### src/rtl/irq_en_pkg.sv
package irq_en_pkg;

  localparam int unsigned NSRC      = 6;
  localparam int unsigned SRC_W     = 3;
  localparam int unsigned EN_W      = 8;
  localparam int unsigned GLB_BIT   = 7;
  localparam int unsigned VEC_W     = 16;
  localparam int unsigned VEC_SHIFT = 3;
  localparam int unsigned NFLAG     = 4;
  localparam logic [VEC_W-1:0] VEC_BASE = 16'h0003;

  typedef enum logic [SRC_W-1:0] {
    SRC_EXT0 = 3'd0,
    SRC_TMR0 = 3'd1,
    SRC_EXT1 = 3'd2,
    SRC_TMR1 = 3'd3,
    SRC_SER  = 3'd4,
    SRC_TMR2 = 3'd5
  } src_e;

  // flag slots inside the flag store
  localparam int unsigned FL_T0  = 0;
  localparam int unsigned FL_T1  = 1;
  localparam int unsigned FL_T2O = 2;
  localparam int unsigned FL_T2E = 3;

  // vector address: fixed base plus a stride of eight per source index
  function automatic logic [VEC_W-1:0] vector_of(input logic [SRC_W-1:0] idx);
    return VEC_BASE + (VEC_W'(idx) << VEC_SHIFT);
  endfunction

  // bits of the enable register that hold storage
  function automatic logic [EN_W-1:0] impl_mask();
    logic [EN_W-1:0] m;
    m = '0;
    for (int i = 0; i < int'(NSRC); i++) m[i] = 1'b1;
    m[GLB_BIT] = 1'b1;
    return m;
  endfunction

endpackage

### src/rtl/irq_en_reg.sv
module irq_en_reg
  import irq_en_pkg::*;
#(
  parameter int unsigned W = EN_W,
  parameter int unsigned N = NSRC,
  parameter int unsigned G = GLB_BIT
) (
  input  logic         clk,
  input  logic         rst_n,
  input  logic         we,
  input  logic [W-1:0] wdata,
  output logic [W-1:0] rdata,
  output logic [N-1:0] src_en,
  output logic         glb_en
);

  localparam logic [W-1:0] IMPL = W'(impl_mask());

  logic [W-1:0] en_q;

  always_ff @(posedge clk) begin
    if (!rst_n)  en_q <= '0;
    else if (we) en_q <= wdata & IMPL;
  end

  assign rdata  = en_q;
  assign src_en = en_q[N-1:0];
  assign glb_en = en_q[G];

  // the read-back after a write keeps only implemented bits
  assert_write_mask_R2: assert property (@(posedge clk) disable iff (!rst_n)
    we |=> (rdata == ($past(wdata) & IMPL)));

endmodule

### src/rtl/irq_flags.sv
module irq_flags #(
  parameter int unsigned N = 4
) (
  input  logic         clk,
  input  logic         rst_n,
  input  logic [N-1:0] set,
  input  logic [N-1:0] clr,
  output logic [N-1:0] q,
  output logic [N-1:0] nxt
);

  logic [N-1:0] q_r;

  for (genvar i = 0; i < int'(N); i++) begin : g_flag
    // set outranks clear so a fresh event is never lost
    assign nxt[i] = set[i] | (q_r[i] & ~clr[i]);

    always_ff @(posedge clk) begin
      if (!rst_n) q_r[i] <= 1'b0;
      else        q_r[i] <= nxt[i];
    end

    // a set pulse always leaves the flag set
    assert_set_wins_R10: assert property (@(posedge clk) disable iff (!rst_n)
      set[i] |=> q_r[i]);

    // a clear without a competing set empties the flag
    assert_clear_takes_R9: assert property (@(posedge clk) disable iff (!rst_n)
      (clr[i] && !set[i]) |=> !q_r[i]);
  end

  assign q = q_r;

endmodule

### src/rtl/irq_poll.sv
module irq_poll
  import irq_en_pkg::*;
#(
  parameter int unsigned N  = NSRC,
  parameter int unsigned SW = SRC_W,
  parameter int unsigned VW = VEC_W
) (
  input  logic          clk,
  input  logic          rst_n,
  input  logic          poll,
  input  logic          ack,
  input  logic [N-1:0]  pend,
  output logic          irq,
  output logic [SW-1:0] src,
  output logic [VW-1:0] vec
);

  logic          any_pend;
  logic [SW-1:0] win_idx;
  logic [VW-1:0] win_vec;

  // lowest index wins: scan downward so the last hit is the smallest
  always_comb begin
    win_idx = '0;
    for (int i = int'(N) - 1; i >= 0; i--) begin
      if (pend[i]) win_idx = SW'(i);
    end
  end

  assign any_pend = |pend;
  assign win_vec  = VW'(vector_of(SRC_W'(win_idx)));

  always_ff @(posedge clk) begin
    if (!rst_n) begin
      irq <= 1'b0;
      src <= '0;
      vec <= '0;
    end else if (poll) begin
      irq <= any_pend;
      src <= any_pend ? win_idx : '0;
      vec <= any_pend ? win_vec : '0;
    end else if (ack) begin
      irq <= 1'b0;
      src <= '0;
      vec <= '0;
    end
  end

  // outside poll and acknowledge nothing moves
  assert_hold_R5: assert property (@(posedge clk) disable iff (!rst_n)
    (!poll && !ack) |=> ($stable(irq) && $stable(src) && $stable(vec)));

  // the first source always wins when pending
  assert_first_wins_R4: assert property (@(posedge clk) disable iff (!rst_n)
    (poll && pend[0]) |=> (irq && src == '0));

  // an acknowledge without a poll drops the request
  assert_ack_drop_R9: assert property (@(posedge clk) disable iff (!rst_n)
    (ack && !poll) |=> !irq);

endmodule

### src/rtl/irq_enable_unit.sv
module irq_enable_unit
  import irq_en_pkg::*;
#(
  parameter int unsigned P_NSRC  = NSRC,
  parameter int unsigned P_SRC_W = SRC_W,
  parameter int unsigned P_EN_W  = EN_W,
  parameter int unsigned P_VEC_W = VEC_W,
  parameter int unsigned P_NFLAG = NFLAG
) (
  input  logic               clk,
  input  logic               rst_n,
  input  logic               poll,
  input  logic               ack,
  input  logic               ext0_lvl,
  input  logic               ext1_lvl,
  input  logic               ser_lvl,
  input  logic               tmr0_ovf,
  input  logic               tmr1_ovf,
  input  logic               tmr2_ovf,
  input  logic               tmr2_ext,
  input  logic [1:0]         tmr2_clr,
  input  logic               en_we,
  input  logic [P_EN_W-1:0]  en_wdata,
  output logic [P_EN_W-1:0]  en_rdata,
  output logic               irq,
  output logic [P_VEC_W-1:0] irq_vec,
  output logic [P_SRC_W-1:0] irq_src,
  output logic [P_NFLAG-1:0] tmr_flags
);

  // named internal events
  logic               glb_en;
  logic [P_NSRC-1:0]  src_en;
  logic               ack_take;
  logic               hw_clr_t0;
  logic               hw_clr_t1;
  logic [P_NFLAG-1:0] flag_set;
  logic [P_NFLAG-1:0] flag_clr;
  logic [P_NFLAG-1:0] flag_q;
  logic [P_NFLAG-1:0] flag_nxt;
  logic               t0_vis;
  logic               t1_vis;
  logic               t2_vis;
  logic [P_NSRC-1:0]  raw_req;
  logic [P_NSRC-1:0]  pend;

  irq_en_reg #(.W(P_EN_W), .N(P_NSRC), .G(GLB_BIT)) u_en (
    .clk    (clk),
    .rst_n  (rst_n),
    .we     (en_we),
    .wdata  (en_wdata),
    .rdata  (en_rdata),
    .src_en (src_en),
    .glb_en (glb_en)
  );

  // acknowledge only counts while a request is shown
  assign ack_take  = ack & irq;
  assign hw_clr_t0 = ack_take & (irq_src == P_SRC_W'(SRC_TMR0));
  assign hw_clr_t1 = ack_take & (irq_src == P_SRC_W'(SRC_TMR1));

  always_comb begin
    flag_set         = '0;
    flag_clr         = '0;
    flag_set[FL_T0]  = tmr0_ovf;
    flag_set[FL_T1]  = tmr1_ovf;
    flag_set[FL_T2O] = tmr2_ovf;
    flag_set[FL_T2E] = tmr2_ext;
    flag_clr[FL_T0]  = hw_clr_t0;
    flag_clr[FL_T1]  = hw_clr_t1;
    flag_clr[FL_T2O] = tmr2_clr[0];
    flag_clr[FL_T2E] = tmr2_clr[1];
  end

  irq_flags #(.N(P_NFLAG)) u_flags (
    .clk   (clk),
    .rst_n (rst_n),
    .set   (flag_set),
    .clr   (flag_clr),
    .q     (flag_q),
    .nxt   (flag_nxt)
  );

  // timer 0/1: only the stored flag counts, minus one being acknowledged now
  assign t0_vis = flag_q[FL_T0] & ~hw_clr_t0;
  assign t1_vis = flag_q[FL_T1] & ~hw_clr_t1;
  // timer 2: the flag value after this clock counts, so a same-cycle set is seen
  assign t2_vis = flag_nxt[FL_T2O] | flag_nxt[FL_T2E];

  always_comb begin
    raw_req           = '0;
    raw_req[SRC_EXT0] = ext0_lvl;
    raw_req[SRC_TMR0] = t0_vis;
    raw_req[SRC_EXT1] = ext1_lvl;
    raw_req[SRC_TMR1] = t1_vis;
    raw_req[SRC_SER]  = ser_lvl;
    raw_req[SRC_TMR2] = t2_vis;
  end

  assign pend = raw_req & src_en & {P_NSRC{glb_en}};

  irq_poll #(.N(P_NSRC), .SW(P_SRC_W), .VW(P_VEC_W)) u_poll (
    .clk   (clk),
    .rst_n (rst_n),
    .poll  (poll),
    .ack   (ack),
    .pend  (pend),
    .irq   (irq),
    .src   (irq_src),
    .vec   (irq_vec)
  );

  assign tmr_flags = flag_q;

  // global enable off means a poll yields no request
  assert_global_off_R3: assert property (@(posedge clk) disable iff (!rst_n)
    (poll && !glb_en) |=> !irq);

  // a timer 0 flag not yet stored cannot be presented by this poll
  assert_t0_late_R6: assert property (@(posedge clk) disable iff (!rst_n)
    (poll && !flag_q[FL_T0]) |=> !(irq && irq_src == P_SRC_W'(SRC_TMR0)));

  // a timer 2 set pulse with nothing ahead of it wins this poll
  assert_t2_same_R7: assert property (@(posedge clk) disable iff (!rst_n)
    (poll && tmr2_ovf && glb_en && src_en[SRC_TMR2] && (pend[SRC_SER:0] == '0))
      |=> (irq && irq_src == P_SRC_W'(SRC_TMR2)));

  // the timer 2 overflow flag survives anything but its own clear
  assert_t2_hold_R8: assert property (@(posedge clk) disable iff (!rst_n)
    (flag_q[FL_T2O] && !tmr2_clr[0]) |=> flag_q[FL_T2O]);

endmodule

### config.mk
export PLATFORM = sky130hd
export DESIGN_NAME = irq_enable_unit
export DESIGN_NICKNAME = d
export VERILOG_FILES = /design/src/rtl/irq_en_pkg.sv /design/src/rtl/irq_en_reg.sv /design/src/rtl/irq_flags.sv /design/src/rtl/irq_poll.sv /design/src/rtl/irq_enable_unit.sv
export SDC_FILE = /design/constraint.sdc
export NUM_CORES = 1
export LEC_CHECK = 0
export ABC_AREA = 1
export BUFFER_PORTS_ARGS = -buffer_cell sky130_fd_sc_hd__buf_4
export CAP_MARGIN = 20
export CELL_PAD_IN_SITES_DETAIL_PLACEMENT = 0
export CELL_PAD_IN_SITES_GLOBAL_PLACEMENT = 2
export CORE_ASPECT_RATIO = 0.5
export CORE_MARGIN = 2
export CORE_UTILIZATION = 20
export DETAILED_ROUTE_END_ITERATION = 8
export PLACE_DENSITY = 0.86
export SETUP_SLACK_MARGIN = 0.3
export SLEW_MARGIN = 20
export SYNTH_ARGS = -nofsm -noshare
export SYNTH_HDL_FRONTEND = slang
export SYNTH_SLANG_ARGS = --single-unit
export TNS_END_PERCENT = 30
### constraint.sdc
create_clock -name clk -period 1.57 [get_ports clk]
set_input_delay 0.0785 -clock clk [delete_from_list [all_inputs] [get_ports clk]]
set_output_delay 0.0785 -clock clk [all_outputs]
set_load 0.005 [all_outputs]
==> results of run 1 <==
cell type report:
type | count | area [µm²] | share of cell area
multi-input combinational | 76 | 374 | 0.326
timing repair buffer | 42 | 315 | 0.275
sequential | 15 | 308 | 0.268
tap | 54 | 67.6 | 0.0589
clock buffer | 4 | 45.0 | 0.0393
inverter | 10 | 37.5 | 0.0327
registers in the layout, indices dropped and copies added (netlist names):
name / flops
u_poll.src: 2
u_en.rdata: 7
u_poll.vec: 2
u_flags.q: 4
final timing paths:
check | from | endpoint | slack, ns
worst max-delay path | u_poll.src[0] | u_poll.vec[1] | 0.41
worst min-delay path | tmr1_ovf | u_flags.q[1] | 0.04
worst max register to register | u_poll.src[0] | u_poll.vec[1] | 0.41
worst min register to register | u_poll.src[0] | u_poll.src[0] | 0.48
metal layers:
metal  GRT usage  up-vias  routed length, µm
met5           0        -                  0
met4      0.0290        0                 19
met3      0.0325        2                133
met2       0.133       27                905
met1      0.0973      319                758
li1            -      391                  -
per-stage QoR:
step | setup slack, ns | std cells | util | instance area, µm²
finish | 0.409 | 201 | 0.295 | 1150
global route | 0.282 | 201 | 0.295 | 1150
CTS | 0.320 | 199 | 0.289 | 1120
global placement | 0.315 | 195 | 0.277 | 1080
floorplan | 0.424 | 119 | - | 845
detailed placement | 0.299 | 195 | 0.277 | 1080
logic make-up (layout without fill, tap and decap cells):
kind of cell | after synthesis | after routing | synth area share
buf+inv | 28 | 56 | 0.215
other cells | 1 | 12 | 0.00467
compound gates | 17 | 17 | 0.114
simple gates | 47 | 47 | 0.293
flops | 15 | 15 | 0.374
report_power, final:
part	internal [W]	total, W	switching [W]
combinational	0.0000817	0.000145	0.0000635
sequential	0.000402	0.000421	0.0000192
clock	0.000179	0.000308	0.000129
total	0.000663	0.000875	0.000211
timing repair:
item,CTS,global route
cloned,0,0
buffers inserted,0,2
endpoints found under the hold margin,0,0
setup endpoints to repair,1,3
resized for setup,1,6
pin swaps,0,2
placed cells by master, fill, tap and decap left out:
master,count
sky130_fd_sc_hd__a21oi_1,8
sky130_fd_sc_hd__buf_4,42
sky130_fd_sc_hd__nand3b_4,1
sky130_fd_sc_hd__nand2_2,4
sky130_fd_sc_hd__nor2_4,2
sky130_fd_sc_hd__nor2_1,21
sky130_fd_sc_hd__clkbuf_8,3
sky130_fd_sc_hd__a22oi_1,1
sky130_fd_sc_hd__dfxtp_4,1
sky130_fd_sc_hd__a21oi_2,1
sky130_fd_sc_hd__dfxtp_2,3
sky130_fd_sc_hd__inv_1,8
sky130_fd_sc_hd__clkbuf_1,1
sky130_fd_sc_hd__nand4_1,1
sky130_fd_sc_hd__o21ai_0,7
sky130_fd_sc_hd__nand3_1,4
sky130_fd_sc_hd__nand2_1,12
sky130_fd_sc_hd__dfxtp_1,11
sky130_fd_sc_hd__conb_1,12
sky130_fd_sc_hd__nand3_2,2
sky130_fd_sc_hd__inv_2,2
worst register-to-register path: stages, from the launching register on:
cell and delay (ns):
sky130_fd_sc_hd__dfxtp_2 0.34, sky130_fd_sc_hd__inv_2 0.04, sky130_fd_sc_hd__nor2_4 0.09, sky130_fd_sc_hd__nand3_2 0.09, sky130_fd_sc_hd__nand4_1 0.12, sky130_fd_sc_hd__nand2_2 0.09
sky130_fd_sc_hd__nor2_4 0.10, sky130_fd_sc_hd__nand2_1 0.05, sky130_fd_sc_hd__nand2_1 0.06, sky130_fd_sc_hd__a21oi_1 0.05
==> results by stage, run 1 <==
Logic synthesis:
- The most numerous cell in the Yosys netlist is sky130_fd_sc_hd__nor2_1.
- Counting flops and latches in the post-synthesis netlist gives 15.
- Yosys printed 0 warnings.
- The number of flops mapped to enable cells by yosys is 0.
- The synthesized netlist occupies a cell area of about 800 µm².
- The share of the Yosys chip area taken by registers is 0.374.
- The dominant synthesized flop cell is sky130_fd_sc_hd__dfxtp_1.
- The portion of synthesized cell area occupied by the leading cell type is 0.374.
- The synthesized netlist contains 17 unique library cells.
- The proportion of register bits with asynchronous set or reset after synthesis is 0.
- The leading area contributor after synthesis is sky130_fd_sc_hd__dfxtp_1.
- Dividing the synthesized area by the synthesized cell count gives 7.44 µm².
- In the synthesized netlist, the cells that appear most often are 21 x sky130_fd_sc_hd__nor2_1, 18 x sky130_fd_sc_hd__buf_4, 15 x sky130_fd_sc_hd__dfxtp_1.
- By area the synthesized netlist is led by sky130_fd_sc_hd__dfxtp_1 37%, sky130_fd_sc_hd__buf_4 17%, sky130_fd_sc_hd__nor2_1 9.8%, sky130_fd_sc_hd__nand2_1 6.1%, sky130_fd_sc_hd__a21oi_1 5.0%.
- The count of mapped cells out of synthesis is ~110.

Run:
- The number of max-capacitance violations reported is 0.

Clocking:
- Clock-pin slew was measured on the worst setup and hold paths at 0.06 ns.
- Counting along the longest clock path gives a buffer depth of 2.
- The CTS tree is done.
- The later pin in the worst-skew pair is clocked with a latency of about 0.24 ns.
- The number of levels the H-tree was split into is 1.
- The number of sinks driven by the clock tree is 15.
- In this run the clock root is driven by a sky130_fd_sc_hd__clkbuf_8.
- The number of buffers created by CTS is 3.
- The hold-fix buffer count after cts is 0.

Route:
- The number of design-rule violations left by the first detailed-router iteration is 4.
- Dividing the detail-routed wire length by the instance count gives 9.04 µm.
- In this run the remaining antenna-violating nets after routing total 0.
- The routed via count divided by cell count is 3.68.
- Across all layers, the routed design uses 739 vias.
- The remaining routing DRC violations is 0.
- For this block, the routed nets add up to between 1500 and 2000 µm of wire.
- The count of TritonRoute iterations in the first routing pass is 2.

Worst setup path:
- The number of buffer and inverter stages on the critical path is 1.
- The total number of cells along the worst setup path is 9.
- The family with the most delay on the worst path is simple AND/OR/NAND/NOR gates.
- Along the worst path, the maximum fanout reaches 3.
- The worst path arrival time is 1.29 ns.
- The worst register-to-register path has a depth of 9.
- The startpoint kind of the worst setup timing path is a flip-flop.
- The critical path is of the reg2reg type.
- The signal on the critical path passes through inv_2 > nor2_4 > nand3_2 > nand4_1 > nand2_2 > nor2_4 > nand2_1 > nand2_1 > a21oi_1.
- The worst setup path is captured at a flip-flop.
- The master of the slowest instance on the critical path is sky130_fd_sc_hd__dfxtp_2.
- The data required time at the worst endpoint is 1.70 ns.
- In this design, the stage delay of the slowest critical-path cell is 0.34 ns.

Timing:
- In the final timing run, aggregate negative setup slack is 0 ns.
- Based on the critical path, the design can be clocked at up to 862 MHz.
- The share of the clock period used by the worst path is 0.739.
- The number of endpoints with negative hold slack in the final report is 0.
- The total setup violations reported at the end of the flow is 0.
- Final hold analysis gives a worst-case slack of 0.0410 ns.
- For the finished layout, the period the worst path requires is roughly 1.2 ns.
- The number of pins with negative max-slew slack in the final report is 0.
- The final setup skew is 0.00266 ns.
- Setup repair after global routing could not meet its margin everywhere.

Power:
- The highest ir drop seen on vdd is 192 µV.
- Dividing total power by cell area gives a power density of 762 mW/mm².
- The post-layout total power is just under 0.0009 W.
- The analysis attributes to cell leakage a power of 0.577 nW.

Global route:
- The initial antenna violation count is 0.
- The total routing resource utilization after global routing is 0.0813.
- The wire length of the first global-routing pass is roughly 2900 µm.
- The via count of the first global-routing pass came to 628.
- For this run the aggregate overflow at the end of global routing stands at 0.
- The pin count of the biggest net entering global routing is 9.

Die:
- The core box area is 0.00388 mm².
- The die footprint is between 0.004 and 0.005 mm².
- The top-level port count is 54.
- The initial standard-cell utilization of the core is 0.207.
- The die is around 50 µm tall.
- Measured along the x axis, the die boundary spans 93.6 µm.
- The number of placement rows is 16.

Placement:
- Routability-driven placement finished with a final weighted congestion of 0.767.
- The count of port buffers added during placement is 40.
- The detailed-placement wirelength estimate is 1520 µm.

Status:
- The flow ran to the end, and the final reports show no timing, DRC or antenna violations.

Final layout:
- Compared with the post-synthesis result, the final layout area differs by 42.8%.
- The antenna diode count is 0.
- The layout cell share with drive strength beyond 1 is 0.415.
- The final net count is 170.
- The number of filler cells placed in the layout is 439.

Hold path:
- The kind of path behind the tightest hold check is in2reg.
- The worst hold path depth is 3.
(Power assumes the default switching activity.)
==> inputs of run 2 (changes only) <==
--- a/config.mk
+++ b/config.mk
@@ -12,9 +12,9 @@
 export CELL_PAD_IN_SITES_GLOBAL_PLACEMENT = 2
 export CORE_ASPECT_RATIO = 0.5
 export CORE_MARGIN = 2
-export CORE_UTILIZATION = 20
+export CORE_UTILIZATION = 18
 export DETAILED_ROUTE_END_ITERATION = 8
-export PLACE_DENSITY = 0.86
+export PLACE_DENSITY = 0.82
 export SETUP_SLACK_MARGIN = 0.3
 export SLEW_MARGIN = 20
 export SYNTH_ARGS = -nofsm -noshare
==> constraint.sdc (replaced) <==
create_clock -name clk -period 1.05 [get_ports clk]
set_input_delay 0.0525 -clock clk [delete_from_list [all_inputs] [get_ports clk]]
set_output_delay 0.0525 -clock clk [all_outputs]
set_load 0.005 [all_outputs]
==> results by stage, run 2 (synthesized netlist as in run 1, its figures left out) <==
Status:
- The flow ran to the end, but the final reports show violations.
- The final reports fail on setup timing.

Power:
- The clock share of power is 0.340 (-0.012).
- The leakage dissipation is 0.649 nW (+12%).
- The share of power burned in combinational logic was 0.196 (+0.030).
- The internal power of the cells is 0.00103 W (+55%).
- The highest ir drop seen on vdd was 259 µV (+35%).
- The power density relative to cell area is 1020 mW/mm² (+34%).
- The portion of total power attributed to sequential cells is 0.464 (-0.018).
- The switching power summed over all nets is 0.000341 W (+62%).
- The switching share of power is 0.249 (+0.00711).
- The post-layout total power is 0.00137 W (+57%).

Timing:
- The final setup slack of the worst path is -0.103 ns (-0.513 ns).
- The top achievable clock speed is 867 MHz (+0.64%).
- The number of pins with negative max-slew slack in the final report is 0 (unchanged).
- The number of endpoints with negative hold slack in the final report is 0 (unchanged).
- The total setup violations reported at the end of the flow came to 4 (+4).
- Setup repair after global routing could not meet its margin everywhere.
- The post-layout minimum cycle time came to 1.15 ns (-0.00733 ns).
- The final setup skew is 0.00272 ns (+0.0000592 ns).
- The share of the clock period used by the worst path is 1.10 (+0.359).
- The worst-case hold slack is 0.0135 ns (-0.0275 ns).

Clocking:
- The number of levels the H-tree was split into came to 1 (unchanged).
- The hold-fix buffer count after cts is 0 (unchanged).
- The CTS tree is done.
- The number of buffers created by CTS is 3 (unchanged).
- The largest buffer count on any clock path is 2 (unchanged).
- The clock latency on the worst-skew pair came to 0.24 ns (about the same).
- The number of sinks driven by the clock tree is 15 (unchanged).
- The clock root buffer is sky130_fd_sc_hd__clkbuf_8.
- The clock transition at the register clock pins on the worst setup and hold paths after CTS is 0.06 ns (about the same).

Die:
- The number of placement rows is 17 (+1).
- The vertical die dimension is 51.2 µm (+5.0%).
- The die footprint is 0.00505 mm² (+10%).
- The core box area is 0.00434 mm² (+12%).
- The horizontal extent of the die is 98.5 µm (+5.2%).
- The top-level port count came to 54 (unchanged).
- The initial standard-cell utilization of the core is 0.185 (-0.0217).

Worst setup path:
- The data required time at the worst endpoint was 1.17 ns (-0.53 ns).
- The critical path in this run is classified as reg2reg.
- The reg-to-reg critical path endpoint is u_poll.vec[1].
- The kind of capture point of the worst setup path is a flip-flop.
- The number of cells on the worst reg-to-reg path is 8 (-1).
- The worst path arrival time is 1.28 ns (about the same).
- The slack of the worst reg-to-reg path is -0.10 ns (-0.51 ns).
- The startpoint kind of the worst setup timing path is a flip-flop.
- The startpoint identified for the worst register-to-register timing path is u_poll.vec[5].
- The top fanout value on the critical path is 2 (-1).

Final layout:
- The number of filler cells placed in the layout is 477 (+8.7%).
- The most common cell after layout, fill and taps aside is sky130_fd_sc_hd__buf_4.
- The layout overhead on the synthesized area is 67.8%.
- The final net count is 179 (+5.3%).
- The antenna diode count is 0 (unchanged).
- The flip-flop count of the largest register after layout is 7 (unchanged).
- In the layout the commonest cells are 29 x sky130_fd_sc_hd__buf_4, 22 x sky130_fd_sc_hd__buf_6, 21 x sky130_fd_sc_hd__nor2_1.
- The layout cell share with drive strength beyond 1 was 0.558 (+0.143).

Global route:
- The via count of the first global-routing pass is 699 (+11%).
- The wire length of the first global-routing pass came to 3220 µm (+11%).
- The total routing resource utilization after global routing is 0.0820 (+0.000669).
- The initial antenna violation count came to 0 (unchanged).
- The pin count of the biggest net entering global routing came to 9 (unchanged).
- The total congestion overflow after global routing came to 0 (unchanged).

Run:
- The number of max-capacitance violations reported is 0 (unchanged).

Route:
- The remaining routing DRC violations is 0 (unchanged).
- The per-cell routed wire length was 9.70 µm (+7.3%).
- The number of design-rule violations left by the first detailed-router iteration is 12 (+8).
- The count of TritonRoute iterations in the first routing pass was 2 (unchanged).
- The post-detailed-routing wire length is 2070 µm (+14%).
- The routed via count divided by cell count is 3.74 (+1.8%).
- The total via count in the routed design is 797 (+7.8%).
- The post-route antenna net violation count is 0 (unchanged).

Hold path:
- The destination of the worst hold path is u_flags.q[0].
- The kind of path behind the tightest hold check is in2reg.
- The startpoint of the lowest-slack hold path is tmr0_ovf.
- The worst hold path depth is 3 (unchanged).

Placement:
- The count of port buffers added during placement is 40 (unchanged).
- The detailed-placement wirelength estimate came to 1620 µm (+7.2%).
- The final weighted congestion of routability-driven global placement is 0.697 (-9.2%).
- The worst-case setup slack after placement was -0.111 ns (-0.410 ns).
run 2: cell types whose count changed in the layout (fill, tap and decap cells not counted), moves of 4 or more:
cell / previous run / this run
sky130_fd_sc_hd__a21oi_1: 8 / 4
sky130_fd_sc_hd__buf_6: 0 / 22
sky130_fd_sc_hd__dfxtp_2: 3 / 11
sky130_fd_sc_hd__dfxtp_1: 11 / 0
sky130_fd_sc_hd__a21oi_2: 1 / 5
sky130_fd_sc_hd__buf_4: 42 / 29
run 2: power groups by stage:
stage / clock network [W] / logic (W) / registers, W
2_1_floorplan: 0 / 0.000122 / 0.000642
3_3_place_gp: 0 / 0.000233 / 0.000642
3_5_place_dp: 0 / 0.000234 / 0.000643
4_1_cts: 0.000483 / 0.000258 / 0.000638
5_1_grt: 0.000522 / 0.000296 / 0.000641
6_report: 0.000467 / 0.000269 / 0.000637
run 2: cell type report:
class	count	area [µm²]	share of cell area
multi-input combinational	76	399	0.296
timing repair buffer	51	465	0.345
tap	57	71.3	0.0529
clock buffer	4	45.0	0.0334
inverter	10	37.5	0.0279
sequential	15	329	0.244
run 2: worst max-delay path by stage:
stage | startpoint | end | cells past startpoint
finish | u_poll.vec[5] | u_poll.vec[1] | 8
global route | u_poll.src[0] | u_poll.vec[1] | 9
CTS | u_poll.src[0] | u_poll.vec[1] | 9
detailed placement | u_poll.vec[5] | u_poll.vec[1] | 8
global placement | u_poll.src[0] | u_poll.vec[1] | 9
floorplan | u_poll.src[0] | u_poll.vec[1] | 9
run 2: repair_timing:
action / CTS / global route
pin swaps: 0 / 0
endpoints found under the hold margin: 0 / 0
endpoints found under the setup margin: 24 / 27
resized for setup: 33 / 15
buffers inserted: 0 / 1
run 2: per-stage QoR:
step,utilization,TNS [ns],instance area [µm²],instances
6_report,0.311,-0.263,1350,213
5_1_grt,0.311,-0.717,1350,213
4_1_cts,0.298,-0.277,1290,212
3_5_place_dp,0.267,-0.372,1160,208
3_3_place_gp,0.267,-0.244,1160,208
2_1_floorplan,-,-0.0547,847,119
run 2: metal layers:
metal	track usage	vias to the layer above	share of wire
met3	0.0246	2	0.050
met1	0.0947	359	0.42
met4	0.0205	0	0.0092
met5	0	-	0
li1	-	412	-
met2	0.151	24	0.52
run 2: worst max-delay path: stages (launching register included):
cell,delay (ns)
sky130_fd_sc_hd__dfxtp_4,0.35
sky130_fd_sc_hd__nor2_4,0.12
sky130_fd_sc_hd__nand3_2,0.11
sky130_fd_sc_hd__nand3b_4,0.11
sky130_fd_sc_hd__nand2_4,0.06
sky130_fd_sc_hd__nor2_4,0.12
sky130_fd_sc_hd__nand2_1,0.06
sky130_fd_sc_hd__nand2_1,0.05
sky130_fd_sc_hd__a21oi_1,0.05
==> inputs of run 3 (changes only) <==
--- a/config.mk
+++ b/config.mk
@@ -15,6 +15,7 @@
 export CORE_UTILIZATION = 18
 export DETAILED_ROUTE_END_ITERATION = 8
 export PLACE_DENSITY = 0.82
+export REMOVE_ABC_BUFFERS = 1
 export SETUP_SLACK_MARGIN = 0.3
 export SLEW_MARGIN = 20
 export SYNTH_ARGS = -nofsm -noshare
==> results by stage, run 3 (synthesized netlist as in run 1, its figures left out) <==
Timing:
- The number of endpoints with negative hold slack in the final report is 0 (unchanged).
- The post-layout minimum cycle time was 1.20 ns (+0.0512 ns).
- The number of pins with negative max-slew slack in the final report is 0 (unchanged).
- The total setup violations reported at the end of the flow is 5 (+1).
- The final setup skew is 0.000812 ns (-0.00191 ns).
- The top achievable clock speed is 830 MHz (-4.3%).
- The setup TNS was -0.396 ns (-0.133 ns).
- The final setup slack of the worst path is -0.155 ns (-0.0512 ns).
- The share of the clock period used by the worst path is 1.15 (+0.0488).
- Setup repair after global routing could not meet its margin everywhere.

Global route:
- The total congestion overflow after global routing came to 0 (unchanged).
- The initial antenna violation count is 0 (unchanged).
- The wire length of the first global-routing pass is 3180 µm (-1.1%).
- The pin count of the biggest net entering global routing came to 9 (unchanged).
- The via count of the first global-routing pass was 736 (+5.3%).
- The total routing resource utilization after global routing is 0.0804 (-0.00157).

Status:
- The flow ran to the end, but the final reports show violations.
- The checks that failed: setup timing.

Route:
- The remaining routing DRC violations came to 0 (unchanged).
- The count of TritonRoute iterations in the first routing pass is 3 (+1).
- The routed via count divided by cell count was 3.75 (+0.34%).
- The post-route antenna net violation count was 0 (unchanged).
- The number of design-rule violations left by the first detailed-router iteration is 6 (-6).
- The total via count in the routed design was 811 (+1.8%).
- The post-detailed-routing wire length is 2120 µm (+2.8%).
- The per-cell routed wire length came to 9.83 µm (+1.3%).

Power:
- The switching share of power was 0.250 (+0.00130).
- The portion of total power attributed to sequential cells was 0.460 (-0.004).
- The post-layout total power was 0.00138 W (+0.71%).
- The internal power of the cells is 0.00104 W (+0.54%).
- The power density relative to cell area is 1020 mW/mm² (+0.34%).
- The switching power summed over all nets is 0.000345 W (+1.2%).
- The share of power burned in combinational logic is 0.201 (+0.005).
- The clock share of power was 0.339 (about the same).
- The highest ir drop seen on vdd was 328 µV (+27%).
- The leakage dissipation came to 0.657 nW (+1.2%).

Hold path:
- The kind of path behind the tightest hold check is in2reg.
- The startpoint of the lowest-slack hold path is tmr1_ovf.

Worst setup path:
- The top fanout value on the critical path is 2 (unchanged).
- The worst path arrival time is 1.33 ns (+0.05 ns).
- The worst register-to-register path begins at u_poll.vec[5].
- The data required time at the worst endpoint came to 1.18 ns (about the same).
- The signal on the critical path passes through nor2_4 > nand3_2 > nand4_1 > nand2_2 > nor2_4 > nand2_1 > nand2_1 > a21oi_2.
- The worst setup path is captured at a flip-flop.
- The number of buffer and inverter stages on the critical path is 0 (unchanged).
- The first element of the critical path is u_poll.vec[5].
- The family with the most delay on the worst path is simple AND/OR/NAND/NOR gates.
- The master of the slowest instance on the critical path is sky130_fd_sc_hd__dfxtp_4.
- The startpoint kind of the worst setup timing path is a flip-flop.
- The peak per-stage delay on the critical path is 0.35 ns (about the same).
- The kind of critical path is reg2reg.

Clocking:
- The clock latency on the worst-skew pair is 0.25 ns (about the same).
- The number of levels the H-tree was split into is 1 (unchanged).
- The number of buffers created by CTS was 3 (unchanged).
- The clock transition at the register clock pins on the worst setup and hold paths after CTS is 0.06 ns (about the same).
- The tree is rooted in a sky130_fd_sc_hd__clkbuf_8.
- The largest buffer count on any clock path is 2 (unchanged).
- TritonCTS built the clock tree.
- The number of sinks driven by the clock tree is 15 (unchanged).

Die:
- The core box area came to 0.00434 mm² (unchanged).
- The horizontal extent of the die came to 98.5 µm (unchanged).
- The vertical die dimension was 51.2 µm (unchanged).
- The top-level port count came to 54 (unchanged).
- The die footprint was 0.00505 mm² (unchanged).
- The initial standard-cell utilization of the core is 0.185 (unchanged).
- The number of placement rows came to 17 (unchanged).

Final layout:
- The final net count was 182 (+1.7%).
- The layout cell share with drive strength beyond 1 is 0.553 (-0.00423).
- The layout overhead on the synthesized area is 68.4%.
- The most common cell after layout, fill and taps aside is sky130_fd_sc_hd__buf_4.
- The utilization after layout is 0.312 (+0.00115).
- The antenna diode count is 0 (unchanged).
- The flip-flop count of the largest register after layout is 7 (unchanged).
- In the layout the commonest cells are 34 x sky130_fd_sc_hd__buf_4, 21 x sky130_fd_sc_hd__nor2_1, 20 x sky130_fd_sc_hd__buf_6.

Placement:
- The count of port buffers added during placement is 40 (unchanged).
- The detailed-placement wirelength estimate is 1600 µm (-1.4%).
- The final weighted congestion of routability-driven global placement was 0.729 (+4.6%).

Run:
- The number of max-capacitance violations reported came to 0 (unchanged).
-- run 3: worst register-to-register path, stage by stage (launching register included) --
cell and delay (ns):
sky130_fd_sc_hd__dfxtp_4 0.35, sky130_fd_sc_hd__nor2_4 0.12, sky130_fd_sc_hd__nand3_2 0.08, sky130_fd_sc_hd__nand4_1 0.11, sky130_fd_sc_hd__nand2_2 0.09, sky130_fd_sc_hd__nor2_4 0.12, sky130_fd_sc_hd__nand2_1 0.06, sky130_fd_sc_hd__nand2_1 0.09
sky130_fd_sc_hd__a21oi_2 0.06
-- run 3: layout make-up --
class	count	area, µm²
sequential	15	325
fill	482	2990
clock buffer	4	45.0
multi-input combinational	76	393
tap	57	71.3
inverter	10	37.5
timing repair buffer	54	480
-- run 3: what timing repair did --
item | in CTS | in global routing
pin swaps | 7 | 2
resized for setup | 24 | 22
setup buffers | 2 | 1
endpoints found under the setup margin | 27 | 29
gates cloned | 0 | 0
hold buffers | 0 | 0
-- run 3: stage by stage --
| step | instances | hold slack, ns | instance area, µm² | setup WS (ns) |
|---|---|---|---|---|
| 6_report | 216 | 0.0138 | 1350 | -0.155 |
| 5_1_grt | 216 | 0.0110 | 1350 | -0.239 |
| 4_1_cts | 215 | 0.00943 | 1280 | -0.107 |
| 3_5_place_dp | 209 | 0.272 | 1160 | -0.113 |
| 3_3_place_gp | 209 | 0.265 | 1160 | -0.114 |
| 2_1_floorplan | 101 | 0.170 | 709 | -0.137 |
-- run 3: path summary, 6_finish.rpt --
| kind | slack (ns) | to | depth (start not counted) |
|---|---|---|---|
| worst max-delay path | -0.15 | u_poll.vec[1] | 8 |
| worst min-delay path | 0.01 | u_flags.q[1] | 3 |
| worst max register to register | -0.15 | u_poll.vec[1] | 8 |
| worst min register to register | 0.50 | u_flags.q[3] | 2 |
-- run 3: routing by layer --
metal / share of wire / track usage / vias up
li1: - / - / 413
met1: 0.42 / 0.0896 / 374
met2: 0.52 / 0.151 / 19
met3: 0.042 / 0.0219 / 5
met4: 0.014 / 0.0274 / 0
met5: 0 / 0 / -
-- run 3: power by group through the flow --
stage	Combinational, W	Clock, W	Sequential (W)
after detailed placement	0.000242	0	0.000642
after CTS	0.000259	0.000491	0.000632
after global routing	0.000307	0.000519	0.000640
after floorplan	0.0000785	0	0.000643
final	0.000278	0.000468	0.000636
after global placement	0.000241	0	0.000641
